## src/rtl/ser_cfg_pkg.sv

```systemverilog
package ser_cfg_pkg;

  localparam int REG_AW = 3;
  localparam int REG_DW = 8;
  localparam int TC_W   = 2 * REG_DW;
  localparam int PS_W   = 6;

  localparam logic [REG_AW-1:0] A_MODE  = 3'd0;
  localparam logic [REG_AW-1:0] A_TXCTL = 3'd1;
  localparam logic [REG_AW-1:0] A_RXCTL = 3'd2;
  localparam logic [REG_AW-1:0] A_TC_LO = 3'd3;
  localparam logic [REG_AW-1:0] A_TC_HI = 3'd4;

  localparam logic [REG_DW-1:0] MODE_RST = 8'h04;

  typedef enum logic [1:0] {PS_DIV1, PS_DIV16, PS_DIV32, PS_DIV64} prescale_e;

  typedef struct packed {
    logic       par_en;
    logic       par_even;
    logic       two_stop;
    logic [3:0] data_bits;
  } frame_cfg_t;

  // Last prescaler count value for a given divide selection
  function automatic logic [PS_W-1:0] ps_last(prescale_e sel);
    case (sel)
      PS_DIV1:  ps_last = 6'd0;
      PS_DIV16: ps_last = 6'd15;
      PS_DIV32: ps_last = 6'd31;
      default:  ps_last = 6'd63;
    endcase
  endfunction

  // Data length code: note 01 -> 7 and 10 -> 6
  function automatic logic [3:0] len_decode(logic [1:0] code);
    case (code)
      2'b00:   len_decode = 4'd5;
      2'b01:   len_decode = 4'd7;
      2'b10:   len_decode = 4'd6;
      default: len_decode = 4'd8;
    endcase
  endfunction

  // Counter start value: period is tc + 2 reference pulses
  function automatic logic [TC_W:0] reload_val(logic [TC_W-1:0] tc);
    reload_val = {1'b0, tc} + {{TC_W{1'b0}}, 1'b1};
  endfunction

endpackage

```

## src/rtl/ser_cfg_regs.sv

```systemverilog
module ser_cfg_regs
  import ser_cfg_pkg::*;
(
  input  logic              clk,
  input  logic              rst_n,
  input  logic              wr_stb,
  input  logic [REG_AW-1:0] wr_addr,
  input  logic [REG_DW-1:0] wr_data,
  output logic [REG_DW-1:0] mode_q,
  output logic [REG_DW-1:0] txctl_q,
  output logic [REG_DW-1:0] rxctl_q,
  output logic [TC_W-1:0]   tc_q,
  output logic              load_o
);

  logic rate_hit;
  assign rate_hit = (wr_addr == A_MODE) || (wr_addr == A_TC_LO) || (wr_addr == A_TC_HI);

  always_ff @(posedge clk or negedge rst_n) begin
    if (!rst_n) begin
      mode_q  <= MODE_RST;
      txctl_q <= '0;
      rxctl_q <= '0;
      tc_q    <= '0;
      load_o  <= 1'b0;
    end else begin
      load_o <= wr_stb && rate_hit;
      if (wr_stb) begin
        case (wr_addr)
          A_MODE:  mode_q  <= wr_data;
          A_TXCTL: txctl_q <= wr_data;
          A_RXCTL: rxctl_q <= wr_data;
          A_TC_LO: tc_q[REG_DW-1:0]    <= wr_data;
          A_TC_HI: tc_q[TC_W-1:REG_DW] <= wr_data;
          default: ;
        endcase
      end
    end
  end

endmodule

```

## src/rtl/ser_tc_counter.sv

```systemverilog
module ser_tc_counter
  import ser_cfg_pkg::*;
(
  input  logic            clk,
  input  logic            rst_n,
  input  logic            ref_en,
  input  logic            load,
  input  logic [TC_W-1:0] tc,
  output logic            base_o
);

  logic [TC_W:0] cnt_q;
  logic          cnt_zero;
  assign cnt_zero = (cnt_q == '0);

  always_ff @(posedge clk or negedge rst_n) begin
    if (!rst_n) begin
      cnt_q  <= reload_val('0);
      base_o <= 1'b0;
    end else if (load) begin
      cnt_q  <= reload_val(tc);
      base_o <= 1'b0;
    end else begin
      base_o <= ref_en && cnt_zero;
      if (ref_en) cnt_q <= cnt_zero ? reload_val(tc) : cnt_q - 1'b1;
    end
  end

endmodule

```

## src/rtl/ser_prescale.sv

```systemverilog
module ser_prescale
  import ser_cfg_pkg::*;
(
  input  logic      clk,
  input  logic      rst_n,
  input  logic      load,
  input  logic      base,
  input  prescale_e sel,
  output logic      tick_o
);

  logic [PS_W-1:0] pcnt_q;
  logic            at_last;
  assign at_last = (pcnt_q == ps_last(sel));
  assign tick_o  = base && at_last;

  always_ff @(posedge clk or negedge rst_n) begin
    if (!rst_n)       pcnt_q <= '0;
    else if (load)    pcnt_q <= '0;
    else if (base)    pcnt_q <= at_last ? '0 : pcnt_q + 1'b1;
  end

endmodule

```

## src/rtl/ser_frame_dec.sv

```systemverilog
module ser_frame_dec
  import ser_cfg_pkg::*;
(
  input  logic [REG_DW-1:0] mode,
  input  logic [REG_DW-1:0] txctl,
  output frame_cfg_t        frame
);

  always_comb begin
    frame.par_en    = mode[0];
    frame.par_even  = mode[0] & mode[1];
    frame.two_stop  = (mode[3:2] == 2'b11);
    frame.data_bits = len_decode(txctl[6:5]);
  end

endmodule

```

## src/rtl/serial_rate_gen.sv

```systemverilog
module serial_rate_gen
  import ser_cfg_pkg::*;
(
  input  logic              clk,
  input  logic              rst_n,
  input  logic              ref_en,
  input  logic              wr_stb,
  input  logic [REG_AW-1:0] wr_addr,
  input  logic [REG_DW-1:0] wr_data,
  output logic              bit_tick,
  output logic              par_en,
  output logic              par_even,
  output logic              two_stop,
  output logic [3:0]        data_bits
);

  logic [REG_DW-1:0] mode_q, txctl_q, rxctl_q;
  logic [TC_W-1:0]   tc_q;
  logic              load_pulse;
  logic              base_pulse;
  logic              pre_tick;
  logic              line_on;
  frame_cfg_t        frame;

  ser_cfg_regs u_regs (
    .clk(clk), .rst_n(rst_n), .wr_stb(wr_stb), .wr_addr(wr_addr), .wr_data(wr_data),
    .mode_q(mode_q), .txctl_q(txctl_q), .rxctl_q(rxctl_q), .tc_q(tc_q), .load_o(load_pulse)
  );

  ser_tc_counter u_cnt (
    .clk(clk), .rst_n(rst_n), .ref_en(ref_en), .load(load_pulse), .tc(tc_q), .base_o(base_pulse)
  );

  ser_prescale u_ps (
    .clk(clk), .rst_n(rst_n), .load(load_pulse), .base(base_pulse),
    .sel(prescale_e'(mode_q[7:6])), .tick_o(pre_tick)
  );

  ser_frame_dec u_dec (.mode(mode_q), .txctl(txctl_q), .frame(frame));

  assign line_on   = txctl_q[3] | rxctl_q[0];
  assign bit_tick  = pre_tick & line_on;
  assign par_en    = frame.par_en;
  assign par_even  = frame.par_even;
  assign two_stop  = frame.two_stop;
  assign data_bits = frame.data_bits;

endmodule

```

## config.mk

```make
export PLATFORM = sky130hd
export DESIGN_NAME = serial_rate_gen
export DESIGN_NICKNAME = d
export VERILOG_FILES = /design/src/rtl/ser_cfg_pkg.sv /design/src/rtl/ser_cfg_regs.sv /design/src/rtl/ser_tc_counter.sv /design/src/rtl/ser_prescale.sv /design/src/rtl/ser_frame_dec.sv /design/src/rtl/serial_rate_gen.sv
export SDC_FILE = /design/constraint.sdc
export NUM_CORES = 1
export LEC_CHECK = 0
export BUFFER_PORTS_ARGS = -buffer_cell sky130_fd_sc_hd__buf_2
export CORE_ASPECT_RATIO = 0.75
export CORE_MARGIN = 4
export CORE_UTILIZATION = 66
export DETAILED_ROUTE_END_ITERATION = 12
export PLACE_DENSITY = 0.92
export SYNTH_ARGS = -nofsm -noshare
export SYNTH_HDL_FRONTEND = slang
export SYNTH_HIERARCHICAL = 1
export SYNTH_SLANG_ARGS = --single-unit
```

## constraint.sdc

```tcl
create_clock -name clk -period 3.9 [get_ports clk]
set_input_delay 0.39 -clock clk [delete_from_list [all_inputs] [get_ports clk]]
set_output_delay 0.39 -clock clk [all_outputs]
set_load 0.02 [all_outputs]
```

==> run summary <==
==================================================================================================
Maximum clock frequency .............................................................    0.384 GHz
Overall overflow remaining after global route .......................................            0
Dpl cell area ....................................................................... 0.00306 mm^2
ANT nets after route ................................................................            0
Number of antenna violations at the first check in global routing ...................            0
Detailed-route wire length on metal 1 ...............................................      2.95 mm
Mapped cell area .................................................................... 0.00298 mm^2
Max rail drop VDD ...................................................................       327 uV
Number of CTS-inserted buffers ......................................................            5
Worst Path Max Fanout ...............................................................           13
Normalized max-slew margin ..........................................................        26.5%
Skew-Pair Late Insertion Delay ......................................................      0.31 ns
Flop-to-flop setup slack ............................................................      1.30 ns
Pin count of the biggest net entering global routing ................................           52
Layout Cell Area excl Fill .......................................................... 0.00315 mm^2
Layout cells sized above 1 ..........................................................        28.1%
Met3 WL post-DR .....................................................................       483 um
Antenna diodes ......................................................................            0
Number of hold-repair buffers added at the cts stage ................................            0
CTS tree ............................................................................         done
Initial drt markers .................................................................          261
Reg2reg start ....................................................................... u_cnt/cnt_q[1]$_DFFE_PN0P_
Post-CTS Setup Bufs .................................................................            0
Relative contribution of sequential cells to total power ............................        50.8%
Period utilization ..................................................................        66.7%
Reported net switching power ........................................................     0.593 mW
Switching portion of total power ....................................................        36.7%
LEAKAGE .............................................................................      1.32 nW
RD Place Congestion .................................................................        0.908
Remaining DRCs ......................................................................            0
Vias post-DR ........................................................................         2299
Via density .........................................................................         6.57
Least setup slack across all paths after layout .....................................      1.30 ns
Post-Syn Instances ..................................................................          277
Power density relative to cell area .................................................  512 mW/mm^2
Post-CTS Resized ....................................................................            0
Vertical die dimension ..............................................................      66.2 um
Internal Dissipation ................................................................      1.02 mW
Minimum clock period after layout ...................................................      2.60 ns
Status .............................................................................. finished clean
I/O pins ............................................................................           23
Clock transition time at the flip-flop clock pins of the worst setup and hold paths .      0.10 ns
Worst-case clock skew ...............................................................   0.00635 ns
Detailed-route wire length per cell .................................................      18.7 um
Crit end category ...................................................................    flip-flop
Number of endpoints failing setup at the final stage ................................            0
Post-Synthesis Mean Instance Area ...................................................    10.8 um^2
Number of iterations in the first detailed-routing pass .............................            5
Worst Hold Class .................................................................... primary input to async pin
Top Family by Delay on Critical Path ................................................ simple AND/OR/NAND/NOR gates
Setup repair after global routing missed its margin .................................           no
Crit path DAT .......................................................................      2.80 ns
Root buf cell ....................................................................... sky130_fd_sc_hd__clkbuf_8
Highest routed metal layer ..........................................................         met4
Slew Limit Fails ....................................................................            0
Worst flop-to-flop path endpoint .................................................... u_cnt/cnt_q[8]$_DFFE_PN0P_
FF-to-FF path depth .................................................................            7
Placed cell count ...................................................................          342
Synthesized netlist net count .......................................................          299
Die area ............................................................................ 0.00567 mm^2
Critical path start-end classification .............................................. flip-flop to flip-flop
Layout overhead on the synthesized area .............................................        5.58%
Core Area ........................................................................... 0.00420 mm^2
Buffer and inverter count on the worst path .........................................            1
Worst slack, placed .................................................................      1.33 ns
Via count of the first global-routing pass ..........................................         2292
Crit start category .................................................................    flip-flop
Slowest stage cell on the critical path ............................................. sky130_fd_sc_hd__or4b_2
Wire length reported by the detailed router .........................................      6.53 mm
Ordered list of cells on the worst path ............................................. inv_1 > ha_1 > or4b_2 > nor4_4 > or2_4 > o21ai_0 > a221o_1
Met2 layer wire length in the routed design .........................................      3.00 mm
Post-route core utilization .........................................................        74.9%
Effective utilization at floorplan ..................................................        71.0%
Global-route wire length before repair ..............................................      11.2 mm
Number of warnings issued by yosys ..................................................            6
Power share of the clock group ......................................................        19.6%
Half-perimeter wire length after placement ..........................................      4.64 mm
Level count of the clock H-tree .....................................................            2
Number of cell rows .................................................................           20
CP required .........................................................................      4.10 ns
Number of buffers on the longest clock path .........................................            2
Slew @ Worst Pin ....................................................................      1.10 ns
Largest stage delay on the critical path ............................................      0.62 ns
Clk sink count ......................................................................           51
Count of buffers inserted at the top-level ports ....................................           22
Final-layout setup total negative slack .............................................         0 ns
Final #Nets .........................................................................          316
Final Hold Fails ....................................................................            0
Max Cap Violations ..................................................................            0
Part of the power in combinational logic ............................................        29.6%
Die width ...........................................................................      85.6 um
Overall routing resource usage ......................................................        25.4%
Final Non-Filler Cells ..............................................................          350
==================================================================================================
[registers in the layout, indices dropped and copies added, names as in the netlist]
| name | count |
|---|---|
| u_regs/mode_q | 6 |
| u_regs/tc_q | 16 |
| u_cnt/base_o | 1 |
| u_regs/load_o | 1 |
| u_regs/txctl_q | 3 |
| u_regs/rxctl_q | 1 |
| u_ps/pcnt_q | 6 |
| u_cnt/cnt_q | 17 |
[cells in the final DEF (no fill, tap or decap), types with 7 or more instances in the layout]
cell	n
sky130_fd_sc_hd__ha_1	7
sky130_fd_sc_hd__xor2_1	8
sky130_fd_sc_hd__mux2_2	26
sky130_fd_sc_hd__buf_2	22
sky130_fd_sc_hd__inv_1	8
sky130_fd_sc_hd__a21oi_1	7
sky130_fd_sc_hd__nor3_1	16
sky130_fd_sc_hd__xnor2_1	11
sky130_fd_sc_hd__nand2_1	17
sky130_fd_sc_hd__dfrtp_1	49
sky130_fd_sc_hd__o21ai_0	10
sky130_fd_sc_hd__nor2_1	14
sky130_fd_sc_hd__nand3_1	11
[layout make-up]
type                       count  area (um^2)
clock inverter                 3         22.5
fill                         286         1050
sequential                    51         1280
tap                           55         68.8
timing repair buffer          22          110
inverter                       8         30.0
clock buffer                   5         68.8
multi-input combinational    206         1570
[stage by stage]
stage | power, mW | hold slack [ns]
final | 1.61 | 0.283
after global routing | 1.71 | 0.325
after CTS | 1.61 | 0.309
after detailed placement | 1.29 | 0.495
after global placement | 1.26 | 0.488
after floorplan | 1.16 | 0.0944
[worst max-delay path by stage]
stage / from / endpoint / slack (ns) / depth (start not counted)
6_report: u_cnt/cnt_q[1]$_DFFE_PN0P_ / u_cnt/cnt_q[8]$_DFFE_PN0P_ / 1.30 / 7
5_1_grt: u_cnt/cnt_q[1]$_DFFE_PN0P_ / u_cnt/cnt_q[8]$_DFFE_PN0P_ / 1.20 / 7
4_1_cts: u_cnt/cnt_q[1]$_DFFE_PN0P_ / u_cnt/cnt_q[8]$_DFFE_PN0P_ / 1.31 / 7
3_5_place_dp: u_cnt/cnt_q[1]$_DFFE_PN0P_ / u_cnt/cnt_q[8]$_DFFE_PN0P_ / 1.33 / 7
3_3_place_gp: u_cnt/cnt_q[1]$_DFFE_PN0P_ / u_cnt/cnt_q[8]$_DFFE_PN0P_ / 1.47 / 7
2_1_floorplan: u_cnt/cnt_q[1]$_DFFE_PN0P_ / u_cnt/cnt_q[9]$_DFFE_PN0P_ / 1.56 / 8
[layer usage]
layer | up-vias | GRT usage, %
li1 | 1053 | -
met1 | 1110 | 35.4
met2 | 121 | 40.1
met3 | 15 | 5.35
met4 | 0 | 7.51
met5 | - | 0
[power groups by stage]
stage / sequential [mW] / clock [mW] / combinational (mW)
5_1_grt: 0.841 / 0.346 / 0.522
3_3_place_gp: 0.810 / 0 / 0.446
6_report: 0.819 / 0.317 / 0.478
2_1_floorplan: 0.778 / 0 / 0.382
4_1_cts: 0.812 / 0.321 / 0.471
3_5_place_dp: 0.822 / 0 / 0.469
No activity file was read; power rests on OpenSTA's default activity.
